`src/rtl/pgw_pkg.sv`:
```
package pgw_pkg;
  typedef enum logic [1:0] {
    ST_IDLE  = 2'd0,
    ST_ADDR  = 2'd1,
    ST_DATA  = 2'd2,
    ST_CYCLE = 2'd3
  } pgw_state_e;

  // slot number meaning "directly after the acknowledge bit"
  localparam logic [3:0] COMMIT_SLOT = 4'd10;
endpackage

```
`src/rtl/pgw_buffer.sv`:
```
module pgw_buffer #(
  parameter int ROW_BYTES = 64,
  localparam int OFFW = $clog2(ROW_BYTES)
) (
  input  logic            clk,
  input  logic            rst_n,
  input  logic            clr_i,
  input  logic            wr_i,
  input  logic [OFFW-1:0] wr_off_i,
  input  logic [7:0]      wr_data_i,
  input  logic [OFFW-1:0] rd_off_i,
  output logic [7:0]      rd_data_o,
  output logic            rd_vld_o
);
  logic [7:0] slot_data [ROW_BYTES];
  logic       slot_vld  [ROW_BYTES];

  for (genvar g = 0; g < ROW_BYTES; g++) begin : g_slot
    logic hit;
    assign hit = wr_i && (wr_off_i == OFFW'(g));

    always_ff @(posedge clk) begin
      if (hit) slot_data[g] <= wr_data_i;
    end

    always_ff @(posedge clk or negedge rst_n) begin
      if (!rst_n)     slot_vld[g] <= 1'b0;
      else if (clr_i) slot_vld[g] <= 1'b0;
      else if (hit)   slot_vld[g] <= 1'b1;
    end
  end

  assign rd_data_o = slot_data[rd_off_i];
  assign rd_vld_o  = slot_vld[rd_off_i];
endmodule

```
`src/rtl/pgw_timer.sv`:
```
module pgw_timer #(
  parameter int WCYC = 80,
  localparam int CW = $clog2(WCYC + 1)
) (
  input  logic          clk,
  input  logic          rst_n,
  input  logic          go_i,
  output logic          busy_o,
  output logic [CW-1:0] cnt_o,
  output logic          done_o
);
  logic          busy_q, busy_d;
  logic [CW-1:0] cnt_q, cnt_d;
  logic          last;

  assign last = busy_q && (cnt_q == CW'(WCYC - 1));

  always_comb begin
    busy_d = busy_q;
    cnt_d  = cnt_q;
    if (go_i && !busy_q) begin
      busy_d = 1'b1;
      cnt_d  = '0;
    end else if (busy_q) begin
      if (last) busy_d = 1'b0;
      else      cnt_d  = cnt_q + CW'(1);
    end
  end

  always_ff @(posedge clk or negedge rst_n) begin
    if (!rst_n) begin
      busy_q <= 1'b0;
      cnt_q  <= '0;
    end else begin
      busy_q <= busy_d;
      cnt_q  <= cnt_d;
    end
  end

  assign busy_o = busy_q;
  assign cnt_o  = cnt_q;
  assign done_o = last;


  busy_hold_chk: assert property (@(posedge clk) disable iff (!rst_n)
    (busy_q && (cnt_q != CW'(WCYC - 1))) |=> busy_q);

  busy_release_chk: assert property (@(posedge clk) disable iff (!rst_n)
    (busy_q && (cnt_q == CW'(WCYC - 1))) |=> !busy_q);
endmodule

```
`src/rtl/pgw_addr.sv`:
```
module pgw_addr #(
  parameter int AW = 16,
  parameter int OFFW = 6,
  localparam int RW = AW - OFFW
) (
  input  logic            clk,
  input  logic            rst_n,
  input  logic            load_i,
  input  logic [AW-1:0]   addr_i,
  input  logic            step_i,
  input  logic            fin_i,
  output logic [RW-1:0]   row_o,
  output logic [OFFW-1:0] off_o,
  output logic [AW-1:0]   ptr_o
);
  logic [RW-1:0]   row_q, row_d;
  logic [OFFW-1:0] off_q, off_d;
  logic [OFFW-1:0] last_q, last_d;
  logic [AW-1:0]   ptr_q, ptr_d;

  always_comb begin
    row_d  = row_q;
    off_d  = off_q;
    last_d = last_q;
    ptr_d  = ptr_q;
    if (load_i) begin
      row_d = addr_i[AW-1:OFFW];
      off_d = addr_i[OFFW-1:0];
      ptr_d = addr_i;
    end else if (step_i) begin
      last_d = off_q;
      off_d  = off_q + OFFW'(1);
    end else if (fin_i) begin
      ptr_d = {row_q, last_q} + AW'(1);
    end
  end

  always_ff @(posedge clk or negedge rst_n) begin
    if (!rst_n) begin
      row_q  <= '0;
      off_q  <= '0;
      last_q <= '0;
      ptr_q  <= '0;
    end else begin
      row_q  <= row_d;
      off_q  <= off_d;
      last_q <= last_d;
      ptr_q  <= ptr_d;
    end
  end

  assign row_o = row_q;
  assign off_o = off_q;
  assign ptr_o = ptr_q;
endmodule

```
`src/rtl/page_write_ctrl.sv`:
```
module page_write_ctrl #(
  parameter int AW = 16,
  parameter int ROW_BYTES = 64,
  parameter int WCYC = 80,
  localparam int OFFW = $clog2(ROW_BYTES),
  localparam int RW = AW - OFFW,
  localparam int CW = $clog2(WCYC + 1)
) (
  input  logic          clk,
  input  logic          rst_n,
  input  logic          start_i,
  input  logic          wctl_i,
  input  logic          addr_load_i,
  input  logic [AW-1:0] addr_i,
  input  logic          data_vld_i,
  input  logic [7:0]    data_i,
  input  logic          stop_i,
  input  logic [3:0]    stop_slot_i,
  output logic          ack_vld_o,
  output logic          ack_o,
  output logic          busy_o,
  output logic          mem_we_o,
  output logic [AW-1:0] mem_addr_o,
  output logic [7:0]    mem_wdata_o,
  output logic [AW-1:0] addr_ptr_o
);
  import pgw_pkg::*;

  pgw_state_e state_q, state_d;
  logic inh_q, inh_d;
  logic any_q, any_d;
  logic ackv_q, ackv_d, ack_q, ack_d;
  logic clr, load, step, go, fin, accept;

  logic [RW-1:0]   row;
  logic [OFFW-1:0] off;
  logic [CW-1:0]   cnt;
  logic            done, tbusy;
  logic [7:0]      rd_data;
  logic            rd_vld;

  always_comb begin
    state_d = state_q;
    inh_d   = inh_q;
    any_d   = any_q;
    clr = 1'b0; load = 1'b0; step = 1'b0;
    go  = 1'b0; fin  = 1'b0; accept = 1'b0;
    unique case (state_q)
      ST_IDLE: begin
        if (start_i) begin
          state_d = ST_ADDR; inh_d = wctl_i; any_d = 1'b0; clr = 1'b1;
        end
      end
      ST_ADDR: begin
        inh_d = inh_q | wctl_i;
        if (start_i) begin
          inh_d = wctl_i; any_d = 1'b0; clr = 1'b1;
        end else if (stop_i) begin
          state_d = ST_IDLE;
        end else if (addr_load_i) begin
          state_d = ST_DATA; load = 1'b1;
        end
      end
      ST_DATA: begin
        if (start_i) begin
          state_d = ST_ADDR; inh_d = wctl_i; any_d = 1'b0; clr = 1'b1;
        end else if (stop_i) begin
          if ((stop_slot_i == COMMIT_SLOT) && any_q && !inh_q) begin
            state_d = ST_CYCLE; go = 1'b1;
          end else begin
            state_d = ST_IDLE;
          end
        end else if (data_vld_i) begin
          accept = 1'b1;
          if (!inh_q) begin
            step = 1'b1; any_d = 1'b1;
          end
        end
      end
      ST_CYCLE: begin
        if (done) begin
          state_d = ST_IDLE; fin = 1'b1;
        end
      end
      default: state_d = ST_IDLE;
    endcase
    ackv_d = accept;
    ack_d  = accept ? !inh_q : ack_q;
  end

  always_ff @(posedge clk or negedge rst_n) begin
    if (!rst_n) begin
      state_q <= ST_IDLE;
      inh_q   <= 1'b0;
      any_q   <= 1'b0;
      ackv_q  <= 1'b0;
      ack_q   <= 1'b0;
    end else begin
      state_q <= state_d;
      inh_q   <= inh_d;
      any_q   <= any_d;
      ackv_q  <= ackv_d;
      ack_q   <= ack_d;
    end
  end

  pgw_addr #(.AW(AW), .OFFW(OFFW)) u_addr (
    .clk(clk), .rst_n(rst_n), .load_i(load), .addr_i(addr_i),
    .step_i(step), .fin_i(fin), .row_o(row), .off_o(off), .ptr_o(addr_ptr_o)
  );

  pgw_buffer #(.ROW_BYTES(ROW_BYTES)) u_buf (
    .clk(clk), .rst_n(rst_n), .clr_i(clr), .wr_i(step), .wr_off_i(off),
    .wr_data_i(data_i), .rd_off_i(cnt[OFFW-1:0]), .rd_data_o(rd_data),
    .rd_vld_o(rd_vld)
  );

  pgw_timer #(.WCYC(WCYC)) u_timer (
    .clk(clk), .rst_n(rst_n), .go_i(go), .busy_o(tbusy), .cnt_o(cnt),
    .done_o(done)
  );

  assign busy_o      = tbusy;
  assign ack_vld_o   = ackv_q;
  assign ack_o       = ack_q;
  assign mem_we_o    = tbusy && (int'(cnt) < ROW_BYTES) && rd_vld;
  assign mem_addr_o  = {row, cnt[OFFW-1:0]};
  assign mem_wdata_o = rd_data;


  write_in_cycle_chk: assert property (@(posedge clk) disable iff (!rst_n)
    mem_we_o |-> busy_o);

  no_ack_busy_chk: assert property (@(posedge clk) disable iff (!rst_n)
    ack_vld_o |-> !busy_o);

  commit_slot_chk: assert property (@(posedge clk) disable iff (!rst_n)
    $rose(busy_o) |-> ($past(stop_i) && ($past(stop_slot_i) == COMMIT_SLOT)));

  ptr_hold_busy_chk: assert property (@(posedge clk) disable iff (!rst_n)
    (busy_o && $past(busy_o)) |-> $stable(addr_ptr_o));
endmodule

```
`config.mk`:
```
export PLATFORM = sky130hd
export DESIGN_NAME = page_write_ctrl
export DESIGN_NICKNAME = d
export VERILOG_FILES = /design/src/rtl/pgw_pkg.sv /design/src/rtl/pgw_buffer.sv /design/src/rtl/pgw_timer.sv /design/src/rtl/pgw_addr.sv /design/src/rtl/page_write_ctrl.sv
export SDC_FILE = /design/constraint.sdc
export NUM_CORES = 1
export LEC_CHECK = 0
export BUFFER_PORTS_ARGS = -buffer_cell sky130_fd_sc_hd__buf_2
export CORE_MARGIN = 4
export CORE_UTILIZATION = 25
export CTS_CLUSTER_DIAMETER = 80
export DETAILED_ROUTE_END_ITERATION = 7
export PLACE_DENSITY = 0.49
export SLEW_MARGIN = 20
export SYNTH_ARGS = -nofsm -noshare
export SYNTH_HDL_FRONTEND = slang
export SYNTH_SLANG_ARGS = --single-unit
```
`constraint.sdc`:
```
create_clock -name clk -period 3.2 [get_ports clk]
set_input_delay 0.64 -clock clk [delete_from_list [all_inputs] [get_ports clk]]
set_output_delay 0.64 -clock clk [all_outputs]
set_load 0.05 [all_outputs]
```
==> results.yml, run 1 <==
critical_path:
  cp.arrival_ps: 3070
  critPathMaxFanout: 7
  critPathLaunchType: "flip-flop"
  critPathRequiredTime_ps: 2560
  endpoint_kind: "output port"
  critical_path_class: "flip-flop to output port"
power:
  clkPwrFrac_pct: 40.4
  comb_power_share_pct: 9.2
  power_uw: 18700
  ir_worst_vdd_v: 0.000376
  power.leakage_uw: 0.0103
  powerDensity_nw_per_um2: 607
  pwr-share-seq_pct: 50.3
  p_int_uw: 13900
  switching_power_uw: 4800
  switching_share_pct: 25.7
yosys:
  synth_area_um2: 25100
  ys_ff_latch: 628
  synth_warnings: 0
  synth_edf_count: 512
  synthCells: 1339
  async_flop_share_pct: 18.5
  syn-num-nets: 1380
  ys_types: 48
  ys_seq_area_share_pct: 72.9
  ys.flop_type: "edfxtp_1"
  avgSynthCellArea_um2: 18.7
sta:
  finalHoldViolations: 0
  finalSetupViolCount: 9
  fin_hold_ws_ps: 140
  post-route-period-util_pct: 116
  max_freq_mhz: 269
  relSlewSlack_pct: 38.9
  final.setup_skew_ps: 15.2
  timing.final.crit_period_ps: 3710
  setup_slack_ps: -513
  rsz0062_at_grt: "true"
  tightest_slew_ps: 916
  drv_slew: 0
route:
  drt_first_pass_iters: 5
  viasPerCell: 4.57
  drc: 0
  wl_um: 67700
  num_vias: 13400
  drt-wirelength-per-cell_um: 23.2
  antenna_left: 0
  first_iter_violations: 1022
layout:
  drive_above_1_share_pct: 33.7
  finalNonFillerCells: 2922
  fin_nets: 1620
  multi_input_area_um2: 6540
  fillerInstances: 9658
  syn2layout_area_growth_pct: 22.8
  final_common_cell: "edfxtp_1"
  seq_area_um2: 18300
  layout_common_cells: "512 x edfxtp_1, 165 x mux4_2, 134 x buf_4, 112 x dfrtp_1, 93 x nor2_1"
  fin_util_pct: 31.1
place:
  port_buffers: 78
  hpwl_um: 44300
  place_inst: 2774
  place.gp.congestion: 0.779
cts:
  numCtsBuffers: 68
  clkSinkCount: 628
  cts_tree: "built"
  cts-root-buf: "clkbuf_16"
  clk_pin_slew_ps: 60
  cts_buffer_depth: 3
  clkLatencyLatePin_ps: 600
  htree_levels: 3
  cts_hold_buffers: 0
floorplanning:
  die_h_um: 325
  start_util_pct: 25.3
  die_x_um: 325
  io_pins: 79
  num_rows: 115
  coreArea_um2: 99000
  die-area_um2: 105000
run:
  max_cap_violations: 0
grt:
  grt_usage_pct: 12.8
  grt_max_degree: 63
  grt_pass1_vias: 14200
  grt_pass1_wl_um: 100000
  overflow: 0
  antenna_found_initial: 5
status:
  violations: "setup timing"
  status: "finished with violations"
min_path:
  worstHoldPathType: "input pin to async pin"
-- sequential cells by signal, summed over array words and instances (netlist names) --
name,count
ack_vld_o,1
ack_o,1
u_addr.off_o,6
state_q,2
u_timer.cnt_o,7
any_q,1
u_addr.last_q,6
u_timer.busy_o,1
u_buf.slot_data,512
u_addr.row_o,10
u_addr.ptr_o,16
u_buf.slot_vld,64
inh_q,1
-- stage by stage --
stage               setup slack, ps  instance area (µm²)  setup TNS [ps]
detailed placement             -221                28000           -1010
floorplan                      46.2                25100               0
finish                         -513                30800           -4380
global route                   -620                30800           -5240
CTS                            -560                30700           -4880
global placement               -193                28000           -1040
-- cell usage after synthesis, drive strengths merged, types with 3 or more instances --
library cell	n	area, µm²
and3	7	43.8
xor2	10	87.6
mux4	165	3720
nand2	93	349
buf	43	255
nor3	8	40.0
clkbuf	35	131
nor2	94	355
nand3	21	105
ha	6	75.1
mux2	4	45.0
nand2b	4	25.0
o21ai	34	170
dfrtp	116	2900
mux2i	19	190
xnor2	10	87.6
a21oi	9	45.0
o21a	65	488
nand4	9	56.3
and2	3	18.8
a22oi	24	180
inv	8	30.0
nor2b	8	50.1
o211ai	7	52.6
edfxtp	512	15400
-- path summary, 6_finish.rpt --
check / slack (ps) / endpoint / depth (start not counted) / start
hold reg to reg: 470 / any_q$_DFFE_PN0P_ / 2 / any_q$_DFFE_PN0P_
setup / recovery: -510 / mem_wdata_o[3] / 8 / u_timer.cnt_o[0]$_DFFE_PN0P_
hold / removal: 140 / u_addr.row_o[2]$_DFFE_PN0P_ / 1 / rst_n
min in group clk: 260 / u_addr.row_o[3]$_DFFE_PN0P_ / 3 / addr_i[9]
max in group asynchronous: 2200 / u_buf.slot_vld[19]$_DFFE_PN0P_ / 2 / rst_n
setup reg to reg: 580 / u_addr.ptr_o[6]$_DFFE_PN0P_ / 9 / u_timer.cnt_o[0]$_DFFE_PN0P_
-- power by group through the flow --
stage	registers, µW	clock network, µW	logic (µW)
2_1_floorplan	10000	0	586
3_3_place_gp	9550	0	1720
3_5_place_dp	9570	0	1740
4_1_cts	9400	7800	1740
5_1_grt	9440	8160	1850
6_report	9410	7550	1730
-- per-layer routing --
layer | track usage (%) | vias to the layer above | part of all wire [%]
met5 | 0 | - | 0
met4 | 4.58 | 0 | 3.0
met3 | 2.27 | 93 | 4.5
met2 | 21.7 | 299 | 50
met1 | 16.6 | 7142 | 42
li1 | - | 5831 | -
-- repair_timing --
action                                  CTS  global route
cloned                                    5             0
endpoints found under the setup margin    9             9
resized for setup                        77            11
pin swaps                                12             5
setup buffers                            16             2
-- critical path: stages (launching register included) --
cell	delay (ps)
dfrtp_4	440
buf_12	190
buf_16	160
mux4_2	540
mux4_2	560
a22oi_2	180
buf_4	170
nand2_2	60
buf_6	150
-- layout make-up --
cell class	instances	area share, %
repair buffers	248	7.06
diodes	2	0.0163
multi-input cells	624	21.2
clock inverters	34	0.858
inverters	9	0.110
flip-flops and latches	628	59.4
well taps	1287	5.23
clock buffers	90	6.10
-- logic make-up after synthesis --
family,after synthesis,share of synthesized area (%)
compound gates,153,4.19
xor+xnor,20,0.699
fa+ha+maj,6,0.299
buf+inv,87,1.68
flops,628,72.9
mux,188,15.8
simple gates,257,4.48
No activity file was read; power rests on OpenSTA's default activity.
==> run 2: changes to the inputs <==
CORE_MARGIN = 5   (was 4)
MAX_ROUTING_LAYER = met4   (was default)
==> results.yml, run 2 (synthesized netlist as in run 1, its figures left out) <==
floorplanning:
  io_pins: 79
  start_util_pct: 25.1
  num_rows: 116
  coreArea_um2: 99900
  die-area_um2: 107000
  die_x_um: 327
  die_h_um: 327
critical_path:
  worstReg2RegEnd: "u_addr.ptr_o[7]$_DFFE_PN0P_"
  cp.arrival_ps: 3150
  ff2ff_setup_slack_ps: 380
  worst_r2r_path_depth: 9
  cp_slowest_stage_delay_ps: 530
  crit_chain: "buf_12, buf_12, buf_6, mux4_2, mux4_2, a22oi_2, buf_6, nand2_4, buf_8"
  critPathLaunchType: "flip-flop"
  crit_buf_inv: 5
  critPathSlowestCell: "mux4_2"
  cpLargestDelayFamily: "multiplexers"
  critical_path_class: "flip-flop to output port"
  critPathMaxFanout: 7
  endpoint_kind: "output port"
  critPathRequiredTime_ps: 2560
  reg2reg_from: "u_timer.cnt_o[0]$_DFFE_PN0P_"
status:
  status: "finished with violations"
  violations: "setup timing"
place:
  place.gp.congestion: 0.821
  hpwl_um: 45800
  port_buffers: 78
  pre_cts_slack_ps: -290
  place_inst: 2810
layout:
  num_antenna_cells: 0
  drive_above_1_share_pct: 35.7
  syn2layout_area_growth_pct: 24.9
  final_common_cell: "edfxtp_1"
  largest_reg_flops: 512
  fin_util_pct: 31.4
  fin_nets: 1653
  finalNonFillerCells: 2964
  largest-register: "u_buf.slot_data"
  layout_common_cells: "512 x edfxtp_1, 165 x mux4_2, 155 x buf_4, 112 x dfrtp_1, 93 x nor2_1"
grt:
  grt_usage_pct: 13.2
  grt_pass1_wl_um: 101000
  grtUsageMet2_pct: 20.0
  grt_max_degree: 75
  antenna_found_initial: 0
  overflow: 0
  busiest_layer: "met2"
  grt_pass1_vias: 14400
  met1_usage_pct: 18.5
  grt_util_met3_pct: 2.52
route:
  antenna_left: 0
  viasPerCell: 4.64
  drt_first_pass_iters: 8
  first_iter_violations: 1351
  wl_um: 68900
  drt-wirelength-per-cell_um: 23.3
  drc: 0
  num_vias: 13700
sta:
  finalHoldViolations: 0
  setup_tns_ps: -4820
  timing.final.crit_period_ps: 3790
  final.setup_skew_ps: 27.8
  post-route-period-util_pct: 118
  relSlewSlack_pct: 39.1
  rsz0062_at_grt: "true"
  setup_slack_ps: -586
  drv_slew: 0
  tightest_slew_ps: 911
  finalSetupViolCount: 9
  max_freq_mhz: 264
  fin_hold_ws_ps: 67.7
power:
  power.leakage_uw: 0.0106
  ir_worst_vdd_v: 0.000565
  powerDensity_nw_per_um2: 607
cts:
  numCtsBuffers: 66
  cts_hold_buffers: 0
  clkSinkCount: 628
  cts_tree: "built"
  clkLatencyLatePin_ps: 610
  htree_levels: 3
  clk_pin_slew_ps: 70
  cts-root-buf: "clkbuf_16"
  cts_buffer_depth: 3
min_path:
  worstHoldPathType: "input pin to async pin"
run:
  max_cap_violations: 0
## run 2: cell count changes in the layout (fill, tap and decap cells not counted), sizes merged
cell      delta
clkinvlp     -1
clkinv       +4
buf         +35
clkbuf      -12
diode        -2
bufinv       +6
inv          +1
## run 2: area by class of cell
| cell class | instances | area (µm²) |
|---|---|---|
| Clock buffer | 78 | 1750 |
| Clock inverter | 44 | 475 |
| Fill cell | 9684 | 68500 |
| Inverter | 9 | 33.8 |
| Multi-Input combinational cell | 624 | 6620 |
| Sequential cell | 628 | 18300 |
| Tap cell | 1298 | 1620 |
| Timing Repair Buffer | 283 | 2530 |
## run 2: per-layer routing
layer / vias to the layer above / part of all wire, % / wire [µm]
met5: - / 0 / 0
met4: 0 / 1.9 / 1300
met3: 88 / 5.7 / 3920
met2: 409 / 46 / 31800
met1: 7345 / 46 / 31900
li1: 5902 / - / -
## run 2: through the flow
| step | power, µW | area [µm²] |
|---|---|---|
| after floorplan | 10600 | 25100 |
| after global placement | 11300 | 28200 |
| after detailed placement | 11300 | 28200 |
| after CTS | 19300 | 31300 |
| after global routing | 19700 | 31300 |
| final | 19000 | 31300 |
## run 2: repair_timing
action / 4_1_cts / 5_1_grt
buffers inserted: 27 / 2
hold endpoints to repair: 0 / 0
cloned: 5 / 0
pin swaps: 24 / 10
gates resized for setup: 96 / 16
setup endpoints to repair: 9 / 9
## run 2: where the power goes
part           switching, µW  leakage (µW)  internal (µW)
Sequential               320       0.00613           9090
Combinational           1290       0.00340            409
Clock                   3230       0.00110           4670
## run 2: worst max-delay path by stage
| stage | from | end | cells after the start |
|---|---|---|---|
| floorplan | u_timer.cnt_o[0]$_DFFE_PN0P_ | mem_wdata_o[6] | 7 |
| global placement | u_timer.cnt_o[0]$_DFFE_PN0P_ | mem_we_o | 10 |
| detailed placement | u_timer.cnt_o[0]$_DFFE_PN0P_ | mem_we_o | 10 |
| CTS | u_timer.cnt_o[0]$_DFFE_PN0P_ | mem_wdata_o[0] | 9 |
| global route | u_timer.cnt_o[0]$_DFFE_PN0P_ | mem_wdata_o[3] | 9 |
| finish | u_timer.cnt_o[0]$_DFFE_PN0P_ | mem_wdata_o[0] | 9 |
==> run 3: changes to the inputs <==
ABC_AREA = 1   (was default)
==> results.yml, run 3 <==
critical_path:
  worst_r2r_path_depth: 13
  reg2reg_from: "u_timer.cnt_o[0]$_DFFE_PN0P_"
  ff2ff_setup_slack_ps: 420
  crit_chain: "buf_12, buf_16, buf_12, nor2_4, nor2_1, o21ai_1, o21ai_1, nand2_1, nand2_2, inv_2, nand2_2, nand2_2, nand4_1, buf_12"
  critPathMaxFanout: 7
  cp.arrival_ps: 2790
  crit_buf_inv: 5
  endpoint_kind: "output port"
  worstReg2RegEnd: "u_addr.ptr_o[15]$_DFFE_PN0P_"
  critical_path_class: "flip-flop to output port"
  cp_slowest_stage_delay_ps: 510
  cpLargestDelayFamily: "buffers and inverters"
  critPathLaunchType: "flip-flop"
  critPathSlowestCell: "dfrtp_4"
  critPathRequiredTime_ps: 2560
sta:
  setup_slack_ps: -230
  fin_hold_ws_ps: 10.2
  rsz0062_at_grt: "true"
  setup_tns_ps: -1650
  timing.final.crit_period_ps: 3430
  relSlewSlack_pct: 40.3
  final.setup_skew_ps: 32.2
  finalSetupViolCount: 9
  drv_slew: 0
  finalHoldViolations: 0
  post-route-period-util_pct: 107
  max_freq_mhz: 292
  tightest_slew_ps: 893
yosys:
  ys_seq_area_share_pct: 67.5
  yosysTopAreaCellShare_pct: 56.7
  synth_commonest_cells: "634 x nor2_1, 512 x edfxtp_1, 354 x nand2_1, 287 x o21ai_0, 156 x inv_1"
  synth_top_family_by_area: "simple AND/OR/NAND/NOR gates"
  synthXorXnorAreaFrac_pct: 0.129
  avgSynthCellArea_um2: 10.6
  synth_compound_gate_area_share_pct: 8.27
  yosys.area_share.simple_pct: 18.6
  yosys-top-cells-area: "edfxtp_1 57%, dfrtp_1 11%, nor2_1 8.8%"
  synth_area_um2: 27100
  yosysTopAreaCell: "edfxtp_1"
  syn-num-nets: 2588
  synth_edf_count: 512
  synth-adder-area-share_pct: 0.277
  ys.flop_type: "edfxtp_1"
  async_flop_share_pct: 18.5
  ys_types: 41
  synth_warnings: 0
  synth.most_common_cell: "nor2_1"
  synthMuxAreaShare_pct: 0.0739
  ys_ff_latch: 628
  synthCells: 2547
cts:
  cts_tree: "built"
  htree_levels: 3
  numCtsBuffers: 72
  cts_buffer_depth: 3
  cts_hold_buffers: 0
  clkSinkCount: 628
  cts-root-buf: "clkbuf_16"
  clk_pin_slew_ps: 60
  clkLatencyLatePin_ps: 630
route:
  drt_first_pass_iters: 5
  first_iter_violations: 1631
  antenna_left: 0
  drc: 0
  wl_um: 81900
  viasPerCell: 4.51
  num_vias: 18700
  drt-wirelength-per-cell_um: 19.8
floorplanning:
  die_h_um: 339
  die-area_um2: 115000
  num_rows: 120
  start_util_pct: 25.2
  io_pins: 79
  coreArea_um2: 107000
  die_x_um: 339
layout:
  largest_reg_flops: 512
  final_common_cell: "nor2_1"
  layout_common_cells: "588 x nor2_1, 512 x edfxtp_1, 294 x nand2_1, 251 x o21ai_0, 137 x inv_1"
  largest-register: "u_buf.slot_data"
  fillerInstances: 10900
  drive_above_1_share_pct: 19.4
  fin_nets: 2720
  finalNonFillerCells: 4146
  syn2layout_area_growth_pct: 22.5
  final_area_um2: 33200
grt:
  grt_pass1_vias: 18200
  grt_pass1_wl_um: 120000
  antenna_found_initial: 4
  overflow: 0
  grt_max_degree: 88
  grt_usage_pct: 14.0
status:
  violations: "setup timing"
  status: "finished with violations"
power:
  ir_worst_vdd_v: 0.000546
  power.leakage_uw: 0.0121
  powerDensity_nw_per_um2: 595
place:
  placed_cell_area_um2: 29700
  port_buffers: 78
  place.gp.congestion: 0.801
  place_inst: 3986
  hpwl_um: 49600
  pre_cts_slack_ps: 321
min_path:
  worstHoldPathType: "input pin to async pin"
run:
  max_cap_violations: 0
run 3: cell types whose count changed after synthesis, moves of 32 or more:
cell      previous run  this run
buf_2               12        44
o211ai_1             7        42
inv_1                8       156
mux4_2             165         0
nand2_1             93       354
nor2_4               0        32
o21a_1              65         1
o21ai_0             33       287
nor2_1              93       634
nand3_1             21       123
run 3: logic make-up (layout without fill, tap and decap cells):
kind of cell,count (synthesis),in the layout
flops,628,628
xor+xnor,4,4
simple gates,1191,1191
other cells,0,5
buf+inv,305,496
fa+ha+maj,6,6
compound gates,411,411
mux,2,2
run 3: timing repair:
action / 4_1_cts / 5_1_grt
cloned: 3 / 11
pin swaps: 23 / 58
endpoints found under the setup margin: 9 / 9
gates resized for setup: 96 / 152
setup buffers: 7 / 3
run 3: layer usage:
layer / vias to the layer above / GRT usage, % / wire length, µm
met5: - / - / 0
met4: 0 / 3.88 / 1870
met3: 111 / 2.81 / 4680
met2: 486 / 21.2 / 37100
met1: 9199 / 19.3 / 38300
li1: 8896 / - / -
run 3: area by class of cell:
type / instances / area (µm²) / area share, %
clock buffer: 96 / 1970 / 5.95
timing repair buffer: 195 / 2170 / 6.53
antenna: 5 / 12.5 / 0.0377
clock inverter: 37 / 388 / 1.17
multi-input combinational: 1614 / 7940 / 23.9
sequential: 628 / 18300 / 55.1
inverter: 167 / 649 / 1.96
timing repair inverter: 1 / 8.76 / 0.0264
tap: 1403 / 1760 / 5.29
run 3: how the worst max path moves through the flow:
| stage | start | to | depth (start not counted) |
|---|---|---|---|
| global route | u_timer.cnt_o[0]$_DFFE_PN0P_ | mem_wdata_o[4] | 12 |
| floorplan | u_timer.cnt_o[0]$_DFFE_PN0P_ | mem_we_o | 13 |
| finish | u_timer.cnt_o[0]$_DFFE_PN0P_ | mem_wdata_o[2] | 14 |
| global placement | u_timer.cnt_o[0]$_DFFE_PN0P_ | mem_we_o | 15 |
| detailed placement | u_timer.cnt_o[0]$_DFFE_PN0P_ | mem_we_o | 15 |
| CTS | u_timer.cnt_o[0]$_DFFE_PN0P_ | mem_wdata_o[2] | 11 |
run 3: stage by stage:
step                total power (µW)  utilization, %
floorplan                      10800               -
finish                         19700            30.9
global placement               11600            27.7
detailed placement             11600            27.7
global route                   20500            30.9
CTS                            19900            30.2
run 3: where the power goes:
part	internal (µW)	switching [µW]	leakage [µW]
Combinational	451	1660	0.00486
Clock	4860	3400	0.00116
Sequential	9100	256	0.00611
Total	14400	5320	0.0121
